**src/rtl/apb_rb_pkg.sv**
```systemverilog
package apb_rb_pkg;

    // Control states of the transfer engine
    typedef enum logic [0:0] {
        ST_IDLE  = 1'b0,
        ST_STALL = 1'b1
    } rb_state_e;

endpackage

```
**src/rtl/apb_rb_fsm.sv**
```systemverilog
module apb_rb_fsm
    import apb_rb_pkg::*;
#(
    parameter int WAIT_W = 3
) (
    input  logic              clk,
    input  logic              rst_n,
    input  logic              psel,
    input  logic              penable,
    input  logic [WAIT_W-1:0] wait_cfg,
    output logic              done
);

    rb_state_e         state_q, state_d;
    logic [WAIT_W-1:0] cnt_q, cnt_d;
    logic              access;

    assign access = psel & penable;

    // state register
    always_ff @(posedge clk) begin
        if (!rst_n) begin
            state_q <= ST_IDLE;
            cnt_q   <= '0;
        end else begin
            state_q <= state_d;
            cnt_q   <= cnt_d;
        end
    end

    // next state
    always_comb begin
        state_d = state_q;
        cnt_d   = cnt_q;
        unique case (state_q)
            ST_IDLE: begin
                if (access && (wait_cfg != '0)) begin
                    state_d = ST_STALL;
                    cnt_d   = wait_cfg - 1'b1;
                end
            end
            ST_STALL: begin
                if (!access) begin
                    state_d = ST_IDLE;
                end else if (cnt_q == '0) begin
                    state_d = ST_IDLE;
                end else begin
                    cnt_d = cnt_q - 1'b1;
                end
            end
        endcase
    end

    // outputs
    always_comb begin
        done = 1'b0;
        unique case (state_q)
            ST_IDLE:  done = access && (wait_cfg == '0);
            ST_STALL: done = access && (cnt_q == '0);
        endcase
    end

endmodule

```
**src/rtl/apb_rb_decode.sv**
```systemverilog
module apb_rb_decode #(
    parameter int ADDR_W = 12,
    parameter int N_RW   = 6,
    parameter int N_REG  = 8,
    parameter int IDX_W  = 3
) (
    input  logic [ADDR_W-1:0] paddr,
    input  logic              pwrite,
    output logic [IDX_W-1:0]  idx,
    output logic              err
);

    localparam int MAP_BITS = IDX_W + 2;

    logic outside, misaligned, read_only;

    assign idx        = paddr[MAP_BITS-1:2];
    assign misaligned = |paddr[1:0];

    always_comb begin
        outside = |paddr[ADDR_W-1:MAP_BITS];
        if (int'(idx) >= N_REG) outside = 1'b1;
    end

    assign read_only = (int'(idx) >= N_RW);
    assign err       = outside | misaligned | (pwrite & read_only);

endmodule

```
**src/rtl/apb_rb_store.sv**
```systemverilog
module apb_rb_store #(
    parameter int DATA_W = 32,
    parameter int N_RW   = 6,
    parameter int N_RO   = 2,
    parameter int IDX_W  = 3
) (
    input  logic                        clk,
    input  logic                        rst_n,
    input  logic                        wr_en,
    input  logic [IDX_W-1:0]            idx,
    input  logic [DATA_W-1:0]           wdata,
    input  logic [N_RO-1:0][DATA_W-1:0] ro_vals,
    output logic [DATA_W-1:0]           rd_val
);

    logic [DATA_W-1:0] rw_q [N_RW];

    for (genvar g = 0; g < N_RW; g++) begin : g_word
        always_ff @(posedge clk) begin
            if (!rst_n) begin
                rw_q[g] <= '0;
            end else if (wr_en && (int'(idx) == g)) begin
                rw_q[g] <= wdata;
            end
        end
    end

    always_comb begin
        rd_val = '0;
        for (int i = 0; i < N_RW; i++) begin
            if (int'(idx) == i) rd_val = rw_q[i];
        end
        for (int j = 0; j < N_RO; j++) begin
            if (int'(idx) == N_RW + j) rd_val = ro_vals[j];
        end
    end

endmodule

```
**src/rtl/apb_regbank.sv**
```systemverilog
module apb_regbank #(
    parameter int ADDR_W = 12,
    parameter int DATA_W = 32,
    parameter int N_RW   = 6,
    parameter int N_RO   = 2,
    parameter int WAIT_W = 3
) (
    input  logic                        clk,
    input  logic                        rst_n,
    input  logic                        psel,
    input  logic                        penable,
    input  logic [ADDR_W-1:0]           paddr,
    input  logic                        pwrite,
    input  logic [DATA_W-1:0]           pwdata,
    input  logic [WAIT_W-1:0]           wait_cfg,
    input  logic [N_RO-1:0][DATA_W-1:0] ro_status,
    output logic [DATA_W-1:0]           prdata,
    output logic                        pready,
    output logic                        pslverr
);

    localparam int N_REG = N_RW + N_RO;
    localparam int IDX_W = (N_REG > 1) ? $clog2(N_REG) : 1;

    logic              done;
    logic              err;
    logic [IDX_W-1:0]  idx;
    logic [DATA_W-1:0] rd_val;
    logic              wr_en;

    apb_rb_fsm #(.WAIT_W(WAIT_W)) u_fsm (
        .clk      (clk),
        .rst_n    (rst_n),
        .psel     (psel),
        .penable  (penable),
        .wait_cfg (wait_cfg),
        .done     (done)
    );

    apb_rb_decode #(
        .ADDR_W (ADDR_W),
        .N_RW   (N_RW),
        .N_REG  (N_REG),
        .IDX_W  (IDX_W)
    ) u_dec (
        .paddr  (paddr),
        .pwrite (pwrite),
        .idx    (idx),
        .err    (err)
    );

    assign wr_en = done & pwrite & ~err;

    apb_rb_store #(
        .DATA_W (DATA_W),
        .N_RW   (N_RW),
        .N_RO   (N_RO),
        .IDX_W  (IDX_W)
    ) u_store (
        .clk     (clk),
        .rst_n   (rst_n),
        .wr_en   (wr_en),
        .idx     (idx),
        .wdata   (pwdata),
        .ro_vals (ro_status),
        .rd_val  (rd_val)
    );

    assign pready  = done;
    assign pslverr = done & err;
    assign prdata  = (done && !pwrite && !err) ? rd_val : '0;

endmodule

```
**config.mk**
```make
export PLATFORM = sky130hd
export DESIGN_NAME = apb_regbank
export DESIGN_NICKNAME = d
export VERILOG_FILES = /design/src/rtl/apb_rb_pkg.sv /design/src/rtl/apb_rb_fsm.sv /design/src/rtl/apb_rb_decode.sv /design/src/rtl/apb_rb_store.sv /design/src/rtl/apb_regbank.sv
export SDC_FILE = /design/constraint.sdc
export NUM_CORES = 1
export LEC_CHECK = 0
export CAP_MARGIN = 20
export CORE_UTILIZATION = 50
export DETAILED_ROUTE_END_ITERATION = 16
export PLACE_DENSITY_LB_ADDON = 0.2
export SKIP_CTS_REPAIR_TIMING = 1
export SYNTH_ARGS = -nofsm -noshare
export SYNTH_HDL_FRONTEND = slang
export SYNTH_SLANG_ARGS = --single-unit
```
**constraint.sdc**
```tcl
create_clock -name clk -period 9.18 [get_ports clk]
set_input_delay 2.754 -clock clk [delete_from_list [all_inputs] [get_ports clk]]
set_output_delay 2.754 -clock clk [all_outputs]
set_load 0.01 [all_outputs]
```
Yosys cells after proc, flatten, opt, wreduce, memory -nomap -nowiden. Memories as Yosys holds them, arrays and structs flattened. Cells that the tools add are included.

Eq/ne operators: 10. Mux-type cells: 43. $add $sub $neg: 2. Reductions and logical operators: 20. Bitwise gates (word level): 15. Magnitude comparators: 1.

Operators with widths (number): 32-bit 2-to-1 mux (15); 1-bit 2-to-1 mux (22); 3-bit == test (second input constant) (4); 1-bit logical AND (11); 3-bit zero test (3); 3-bit 2-to-1 mux (3); 1-bit bitwise OR (8); 7-bit OR reduction (1); 3-bit by 2-bit == test with 1-bit output (second input constant) (2); 3-bit one-hot mux with 2 select lines (1); 3-bit by 1-bit subtractor with 3-bit output (second input constant) (2); 1-bit bitwise AND (5); 2-bit != test (second input constant) (2); 1-bit one-hot mux with 2 select lines (2); 3-bit by 1-bit == test with 1-bit output (second input constant) (1); 3-bit greater-or-equal comparator (second input constant) (1); 3-bit AND reduction (1); 3-bit nonzero test (1); 1-bit zero test (2); 2-bit by 1-bit != test with 1-bit output (second input constant) (1); 1-bit NOT (2); 2-bit OR reduction (1).

Logic and storage cells: 94. Output and inout bits: 34. Register bits: 4. Memories: 1. Input port bits: 116. Bits in writable memories: 192.

Memories: u_store.rw_q (depth 6, width 32, rd ports 6, clocked after memory_dff 0, wr ports 6, line apb_rb_store.sv:16) `logic [DATA_W-1:0] rw_q [N_RW];`.

Depth between registers and ports, before layout. Gate-level depths: netlist of the first run.

Depth in word-level cells: 10. Depth in mapped cells: 7.

By module. A second synthesis of the first run with hierarchy kept.

Cells, all modules: 839. Area total of the unflattened synthesis: 11018.1 sq um.

Modules (own cells, without submodules): apb_rb_store (times used 1, area an instance 10226.1 sq um, cells an instance 758, sequential area each 5765.5 sq um); apb_regbank (times used 1, area an instance 447.9 sq um, cells an instance 43, sequential area each 0.0 sq um); apb_rb_fsm (times used 1, area an instance 289.0 sq um, cells an instance 30, sequential area each 80.1 sq um); apb_rb_decode (times used 1, area an instance 55.1 sq um, cells an instance 8, sequential area each 0.0 sq um).

Least setup slack after synthesis of the first run. No wires, ideal clock.

Path kind: in2reg. From: input paddr[6]. To: memory u_store.rw_q[0][0] (enable). Stages: 5. Required time: 8669 ps. Arrival time: 7212 ps. Setup slack: 1458 ps. Library setup time: 511 ps. Path through: nor4_2 > nand4_2 > or2_0 > clkbuf_1 > o41ai_1.

RTL lines: from (decl) (line apb_regbank.sv:12) `input logic [ADDR_W-1:0] paddr,`; to (decl) (line apb_rb_store.sv:16).

Final worst setup path of the first run.
From: input wait_cfg[1]. To: output prdata[3].

Word-level cells in the longest chain between the ends: 6.

RTL lines: from (decl) (line apb_regbank.sv:15) `input logic [WAIT_W-1:0] wait_cfg,`; 3-bit zero test (line apb_rb_fsm.sv:58) `ST_IDLE: done = access && (wait_cfg == '0);`; 1-bit logical AND (line apb_rb_fsm.sv:58); 1-bit one-hot mux with 2 select lines (line apb_rb_fsm.sv:57) `unique case (state_q)`; 1-bit logical AND (2 in series) (line apb_regbank.sv:71) `assign prdata = (done && !pwrite && !err) ? rd_val : '0;`; 32-bit 2-to-1 mux (line apb_regbank.sv:71); to (decl) (line apb_regbank.sv:17) `output logic [DATA_W-1:0] prdata,`.

No other way between the ends.

==> results of run 1 <==
==> synthesized netlist by cell type (2+ instances only) <==
master	instances	area share
sky130_fd_sc_hd__edfxtp_1	192	0.60
sky130_fd_sc_hd__and2_1	160	0.10
sky130_fd_sc_hd__mux4_2	64	0.15
sky130_fd_sc_hd__and3_1	32	0.021
sky130_fd_sc_hd__mux2i_1	30	0.031
sky130_fd_sc_hd__nor2_1	26	0.010
sky130_fd_sc_hd__clkbuf_1	25	0.0097
sky130_fd_sc_hd__nand2_1	16	0.0062
sky130_fd_sc_hd__buf_2	9	0.0047
sky130_fd_sc_hd__nor2_2	8	0.0052
sky130_fd_sc_hd__clkbuf_2	6	0.0031
sky130_fd_sc_hd__nor4_4	5	0.011
sky130_fd_sc_hd__buf_1	4	0.0016
sky130_fd_sc_hd__buf_6	4	0.0047
sky130_fd_sc_hd__dfxtp_1	4	0.0083
sky130_fd_sc_hd__inv_1	4	0.0016
sky130_fd_sc_hd__nor2b_1	4	0.0026
sky130_fd_sc_hd__a21oi_1	3	0.0016
sky130_fd_sc_hd__o31ai_1	3	0.0023
sky130_fd_sc_hd__o41ai_1	3	0.0027
sky130_fd_sc_hd__a21oi_2	2	0.0018
sky130_fd_sc_hd__nand2b_1	2	0.0013
sky130_fd_sc_hd__nand4_1	2	0.0013
sky130_fd_sc_hd__nor3_1	2	0.0010
sky130_fd_sc_hd__nor3_2	2	0.0021
sky130_fd_sc_hd__o21ai_0	2	0.0010
==> layer usage <==
metal / global-route usage / wire length (um) / part of all wire / vias up
li1: - / - / - / 2645
met1: 0.2927 / 9002 / 0.40 / 2999
met2: 0.4313 / 11980 / 0.53 / 197
met3: 0.04416 / 1160 / 0.052 / 30
met4: 0.06808 / 292 / 0.013 / 2
met5: 0 / 17 / 0.00076 / -
==> cells in the final DEF, fill, tap and decap left out, types with 2 or more instances in the layout <==
| cell type | n |
|---|---|
| sky130_fd_sc_hd__edfxtp_1 | 192 |
| sky130_fd_sc_hd__and2_1 | 160 |
| sky130_fd_sc_hd__clkdlybuf4s50_1 | 146 |
| sky130_fd_sc_hd__mux4_2 | 64 |
| sky130_fd_sc_hd__and3_1 | 32 |
| sky130_fd_sc_hd__mux2i_1 | 30 |
| sky130_fd_sc_hd__nor2_1 | 25 |
| sky130_fd_sc_hd__buf_4 | 23 |
| sky130_fd_sc_hd__clkbuf_16 | 17 |
| sky130_fd_sc_hd__nand2_1 | 16 |
| sky130_fd_sc_hd__nor2_2 | 8 |
| sky130_fd_sc_hd__clkinv_1 | 6 |
| sky130_fd_sc_hd__nor4_4 | 5 |
| sky130_fd_sc_hd__inv_1 | 4 |
| sky130_fd_sc_hd__nor2b_1 | 4 |
| sky130_fd_sc_hd__bufinv_16 | 4 |
| sky130_fd_sc_hd__dfxtp_1 | 4 |
| sky130_fd_sc_hd__a21oi_1 | 3 |
| sky130_fd_sc_hd__o31ai_4 | 3 |
| sky130_fd_sc_hd__inv_6 | 3 |
| sky130_fd_sc_hd__nor3_1 | 2 |
| sky130_fd_sc_hd__a21oi_2 | 2 |
| sky130_fd_sc_hd__nand2b_1 | 2 |
| sky130_fd_sc_hd__o41ai_2 | 2 |
| sky130_fd_sc_hd__nand4_1 | 2 |
| sky130_fd_sc_hd__nor3_4 | 2 |
| sky130_fd_sc_hd__clkinvlp_4 | 2 |
==> flip-flops by register name, summed over array words and instances, names as in the netlist <==
register / flops
u_store.rw_q: 192
u_fsm.state_q: 1
u_fsm.cnt_q: 3
==> per-stage QoR <==
stage | hold WS [ns] | util
finish | 0.5369 | 0.6423
global route | 0.5746 | 0.6423
CTS | 0.5371 | 0.6423
detailed placement | 0.5290 | 0.6099
global placement | 0.5160 | 0.6095
floorplan | 0.4985 | -
==> worst max-delay path, delay by kind of cell <==
kind                   cells  cell delay, ns
buffers and inverters      3            1.32
AND/OR/NAND/NOR            2            1.24
AO/OA/AOI/OAI              2            0.36
==> cell type report <==
class | instances | area share
repair buffers | 170 | 0.1355
clock inverters | 15 | 0.01521
multi-input cells | 380 | 0.3026
inverters | 4 | 0.001241
clock buffers | 17 | 0.03517
well taps | 260 | 0.02690
flip-flops and latches | 196 | 0.4833
==> cells by family after synthesis <==
group,count (synthesis)
flip-flops,196
AO/OA/AOI/OAI,17
adder cells (fa/ha/maj),1
buffers and inverters,52
AND/OR/NAND/NOR,268
multiplexers,94
==> final timing paths <==
path / slack (ns) / cells after the start / to / from
worst min register to register: 0.54 / 2 / u_fsm.cnt_q[0] / u_fsm.cnt_q[0]
worst max-delay path: 0.75 / 7 / prdata[3] / wait_cfg[1]
worst max register to register: 5.95 / 5 / u_store.rw_q[1][43] / u_fsm.state_q
worst min-delay path: 0.54 / 2 / u_fsm.cnt_q[0] / u_fsm.cnt_q[0]
==> power by group <==
| group | internal, mW | switching [mW] | total, mW | leakage, nW |
|---|---|---|---|---|
| registers | 1.01 | 0.00993 | 1.02 | 1.97 |
| clock network | 0.453 | 0.325 | 0.778 | 0.289 |
| logic | 0.101 | 0.0850 | 0.186 | 2.17 |
| total | 1.57 | 0.420 | 1.99 | 4.43 |
==> implementation parameters, run 1 <==
Parameter                              Value

Yosys
  Simple-gate area share of the yosys netlist ... 0.1743
  Number of synthesized flops with an enable pin ... 192
  Mean cell area of the mapped netlist ... 15.38 um2
  Share of the yosys chip area belonging to registers ... 0.6051
  Multiplexer area fraction after synthesis ... 0.1803
  Largest family of logic cells by synthesized area ... multiplexers
  Number of standard cells after synthesis ... 628
  Net count after synthesis ... 745
  Ys Warns ... 0
  Most frequently used flop master after synthesis ... sky130_fd_sc_hd__edfxtp_1
  Adder-cell share of the synthesized area ... 0.001295
  Fraction of synthesized cell area in xor and xnor cells ... 0
  Number of distinct standard cells referenced by the synthesized netlist ... 40
  Share of the synthesized area in compound gates (AO/OA/AOI/OAI) ... 0.01373
  Total standard cell area after synthesis ... 9661 um2
  Yosys reg bits ... 196
  FFs w/ async S/R, synth ... 0

Clocking
  Sink Count ... 196
  Number of levels in the clock H-tree ... 4
  Max Buffers Root-to-Sink ... 2
  Register clock-pin slew on the reported worst setup and hold paths ... 0.07 ns
  Clock latency at the later pin of the worst-skew pair ... 0.43 ns
  CTS Buf Count ... 17
  Root Buffer Master ... sky130_fd_sc_hd__clkbuf_16
  TritonCTS clock tree ... yes

Drt
  Post-DR vias/cell ... 5.636
  Routed via count ... 5873
  Router iterations before antenna repair ... 5
  DRC violation count after routing ... 0
  Wirelength per Cell ... 21.55 um
  Iter 0 DRT Violations ... 378
  Total Wirelength ... 22.45 mm
  Antenna Violating Nets Remaining ... 0

Placed design
  Number of instances in the placed design ... 1010
  Placed Area ... 11480 um2
  Final Wtd Congestion ... 0.7105
  Worst slack, placed ... 0.7387 ns
  Total of buffers placed on input and output ports ... 149
  HPWL after detailed placement ... 13.90 mm

Timing
  Setup repair after global routing missed its margin ... no
  Number of hold violations in the final report ... 0
  Minimum setup slack in the final design ... 0.7512 ns
  Worst Max-Slew Pin Slew ... 0.9634 ns
  Slew margin rel. ... 0.3577
  Count of final max-slew check failures ... 0
  Final sum of negative setup slack ... 0 ns
  Worst-case clock skew ... 0.008319 ns
  FMAX ... 118.6 MHz
  Shortest clock period the worst path allows after layout ... 8.429 ns
  Share of the clock period used by the worst path ... 0.9182
  Setup violators final ... 0

Global routing
  Antenna violations before repair ... 1
  Number of global-route vias before repair ... 6329
  Maximum number of pins on one net before global-route repair ... 67
  GRT overflow ... 0
  Wire length of the first global-routing pass ... 34.82 mm
  Total routing resource utilization after global routing ... 0.2387

Setup path
  Cells traversed along the worst timing path ... clkdlybuf4s50_1, nor4_4, o21bai_4, or3_2, buf_4, a21oi_1, clkdlybuf4s50_1
  Critical Path AT ... 5.67 ns
  Type of the setup path with the least slack ... input pin to output port
  Critical Path Most Common Cell ... sky130_fd_sc_hd__clkdlybuf4s50_1
  Library cell contributing the largest single delay on the critical path ... sky130_fd_sc_hd__or3_2
  Data required time at the worst endpoint ... 6.43 ns
  Critical path peak fanout ... 24
  Startpoint type of the worst setup path ... input pin
  Critical Path Sink Type ... output port
  Longest individual stage delay on the worst path ... 0.79 ns

Power and ir drop
  Lkg Pwr ... 4.430 nW
  PnR Total Power ... 1.985 mW
  Power Dens Cells ... 164.1 nW/um2
  Worst ir drop on vdd ... 131.9 uV

Outcome
  Outcome ... complete, no violations

Finish
  Number of diodes ... 0
  Total area of multi-input combinational cells ... 3660 um2
  Filler-free cell count of the finished design ... 1042
  Layout cells sized above 1 ... 0.1829
  Register Area ... 5846 um2
  Filler cell count ... 1369
  Area Growth Syn to Fin ... 25.19%
  Post-layout instance area ... 12090 um2
  Final net count ... 886

Run
  Max-cap violations ... 0

Floorplanning
  Die area ... 19880 um2
  DIE WIDTH ... 141 um
  Starting density of the core ... 0.5130
  Core region area ... 18830 um2
  Die Y-Extent ... 141 um
  Boundary Pins ... 150
  Standard-cell row count ... 50

Min path
  Worst hold-check path type ... flop to flop
Power figures use the tool's default switching activity.
==> run 2: changes to the inputs <==
--- a/config.mk
+++ b/config.mk
@@ -6,6 +6,7 @@
 export NUM_CORES = 1
 export LEC_CHECK = 0
 export CAP_MARGIN = 20
+export CORE_MARGIN = 1.5
 export CORE_UTILIZATION = 50
 export DETAILED_ROUTE_END_ITERATION = 16
 export PLACE_DENSITY_LB_ADDON = 0.2
==> run 2 against run 1 <==
  * Highest routed layer is now met4
  * Worst hold slack gained 0.0083 ns
  * Register-to-register slack lost 0.29 ns
  * Count of clock-buffer cells in the layout grew 3
  * Fmax grew 0.29%
  * Flip-flop and latch count is the same
  * Total power shrank 4.3%
==> implementation parameters, run 2 (same netlist as run 1, synthesis figures left out) <==
Parameter                              Value

Outcome
  Outcome ... complete, no violations

Finish
  Filler cell count ... 1371 (+0.15%)
  Most common cell after layout, fill and taps aside ... sky130_fd_sc_hd__edfxtp_1
  Area Growth Syn to Fin ... 24.32%
  Register name with the most flops ... u_store.rw_q
  Commonest non-fill, non-tap cells in the layout ... sky130_fd_sc_hd__edfxtp_1 (192), sky130_fd_sc_hd__and2_1 (160), sky130_fd_sc_hd__clkdlybuf4s50_1 (146)
  Largest registers ... u_store.rw_q x192, u_fsm.cnt_q x3, u_fsm.state_q x1
  Final net count ... 882 (-0.45%)
  Number of flip-flops under the largest register name ... 192 (unchanged)
  Layout cells sized above 1 ... 0.1812 (-0.001631)

Timing
  Shortest clock period the worst path allows after layout ... 8.405 ns (-0.02402 ns)
  Number of hold violations in the final report ... 0 (unchanged)
  Worst Max-Slew Pin Slew ... 0.9815 ns (+0.01813 ns)
  Worst-case clock skew ... 0.009134 ns (+0.0008147 ns)
  Minimum setup slack in the final design ... 0.7752 ns (+0.02402 ns)
  Setup repair after global routing missed its margin ... no
  Slew margin rel. ... 0.3456 (-0.01209)
  FMAX ... 119.0 MHz (+0.29%)
  Share of the clock period used by the worst path ... 0.9156 (-0.002617)
  Setup violators final ... 0 (unchanged)
  Count of final max-slew check failures ... 0 (unchanged)
  Final sum of negative setup slack ... 0 ns (unchanged)

Setup path
  Library cell contributing the largest single delay on the critical path ... sky130_fd_sc_hd__or3_2
  Critical Path Sink Type ... output port
  Cell count of the worst reg-to-reg path ... 5 (unchanged)
  Critical path peak fanout ... 32 (+33%)
  Flop-to-flop setup slack ... 5.66 ns (-0.29 ns)
  Critical Path Most Common Cell ... sky130_fd_sc_hd__clkdlybuf4s50_1
  Reg2reg start ... u_fsm.state_q
  Longest individual stage delay on the worst path ... 0.82 ns (+0.03 ns)
  Data required time at the worst endpoint ... 6.43 ns (about the same)
  Type of the setup path with the least slack ... input pin to output port
  Startpoint type of the worst setup path ... input pin
  Worst reg2reg endpoint ... u_store.rw_q[1][33]
  Critical Path AT ... 5.65 ns (-0.02 ns)
  Cells traversed along the worst timing path ... clkdlybuf4s50_1, nor4_4, o21bai_4, or3_2, a21oi_1, clkdlybuf4s50_1

Power and ir drop
  Worst ir drop on vdd ... 144.7 uV (+9.7%)
  Lkg Pwr ... 4.389 nW (-0.92%)
  Power Dens Cells ... 158.3 nW/um2 (-3.6%)

Drt
  Post-DR vias/cell ... 5.633 (about the same)
  Wirelength per Cell ... 21.40 um (-0.70%)
  Routed via count ... 5853 (-0.34%)
  Router iterations before antenna repair ... 5 (unchanged)
  Antenna Violating Nets Remaining ... 0 (unchanged)
  Iter 0 DRT Violations ... 331 (-12%)
  Total Wirelength ... 22.23 mm (-0.98%)
  DRC violation count after routing ... 0 (unchanged)

Floorplanning
  Standard-cell row count ... 50 (unchanged)
  Die Y-Extent ... 142 um (+0.71%)
  Core region area ... 18830 um2 (unchanged)
  Boundary Pins ... 150 (unchanged)
  Starting density of the core ... 0.5130 (unchanged)
  Die area ... 20160 um2 (+1.4%)
  DIE WIDTH ... 142 um (+0.71%)

Global routing
  Maximum number of pins on one net before global-route repair ... 67 (unchanged)
  Total routing resource utilization after global routing ... 0.2344 (-0.004297)
  Antenna violations before repair ... 0 (-1)
  Number of global-route vias before repair ... 6189 (-2.2%)
  Wire length of the first global-routing pass ... 34.53 mm (-0.81%)
  GRT overflow ... 0 (unchanged)

Clocking
  Clock latency at the later pin of the worst-skew pair ... 0.43 ns (about the same)
  Max Buffers Root-to-Sink ... 2 (unchanged)
  TritonCTS clock tree ... yes
  Sink Count ... 196 (unchanged)
  CTS Buf Count ... 17 (unchanged)
  Root Buffer Master ... sky130_fd_sc_hd__clkbuf_16
  Number of levels in the clock H-tree ... 4 (unchanged)
  Register clock-pin slew on the reported worst setup and hold paths ... 0.07 ns (about the same)

Min path
  Startpoint of the most critical hold path ... u_fsm.cnt_q[0]
  Hold Path Depth ... 2 (unchanged)
  Worst hold-check path type ... flop to flop
  End point of the most critical hold path ... u_fsm.cnt_q[0]

Run
  Max-cap violations ... 0 (unchanged)

Placed design
  Total of buffers placed on input and output ports ... 149 (unchanged)
  Final Wtd Congestion ... 0.7972 (+12%)
  Worst slack, placed ... 0.7901 ns (+0.05142 ns)
  HPWL after detailed placement ... 12.99 mm (-6.5%)
## run 2: metal layers
metal  share of wire  track usage  wire length (um)  vias up
met4           0.015      0.08410               337        0
met5               0            0                 0        -
li1                -            -                 -     2641
met1            0.41       0.2918              9188     3001
met3           0.045      0.04240              1001       25
met2            0.53       0.4128             11710      186
## run 2: layout make-up
cell class	count	area (um2)	area share
diodes	1	2.502	0.0002084
clock inverters	12	103.9	0.008647
repair buffers	166	1622	0.1350
well taps	260	325.3	0.02709
inverters	4	15.01	0.001250
flip-flops and latches	196	5846	0.4867
multi-input cells	380	3660	0.3047
clock buffers	20	436.7	0.03636
## run 2: worst max-delay path by stage
stage | start | to | cells past startpoint
after floorplan | paddr[6] | u_store.rw_q[0][0] | 5
after global placement | wait_cfg[1] | prdata[11] | 6
after detailed placement | wait_cfg[1] | prdata[11] | 6
after CTS | wait_cfg[1] | prdata[11] | 6
after global routing | wait_cfg[1] | prdata[11] | 6
final | wait_cfg[1] | prdata[11] | 6
## run 2: critical path, delay by kind of cell
| kind | cells | cell delay [ns] |
|---|---|---|
| compound gates | 2 | 0.51 |
| simple gates | 2 | 1.29 |
| buf+inv | 2 | 1.03 |
## run 2: where the power goes
group / internal (mW) / leakage, nW / switching [mW] / total, mW
clock network: 0.374 / 0.262 / 0.319 / 0.692
logic: 0.101 / 2.15 / 0.0862 / 0.187
registers: 1.01 / 1.97 / 0.00982 / 1.02
## run 2: per-stage QoR
stage | power (mW) | std cells | utilization | area [um2] | hold slack, ns
3_3_place_gp | 1.223 | 1006 | 0.6090 | 11470 | 0.5101
5_1_grt | 1.956 | 1038 | 0.6377 | 12010 | 0.5758
4_1_cts | 1.914 | 1038 | 0.6377 | 12010 | 0.5543
3_5_place_dp | 1.229 | 1006 | 0.6090 | 11470 | 0.5416
6_report | 1.901 | 1039 | 0.6378 | 12010 | 0.5451
2_1_floorplan | 1.137 | 628 | - | 9661 | 0.4985
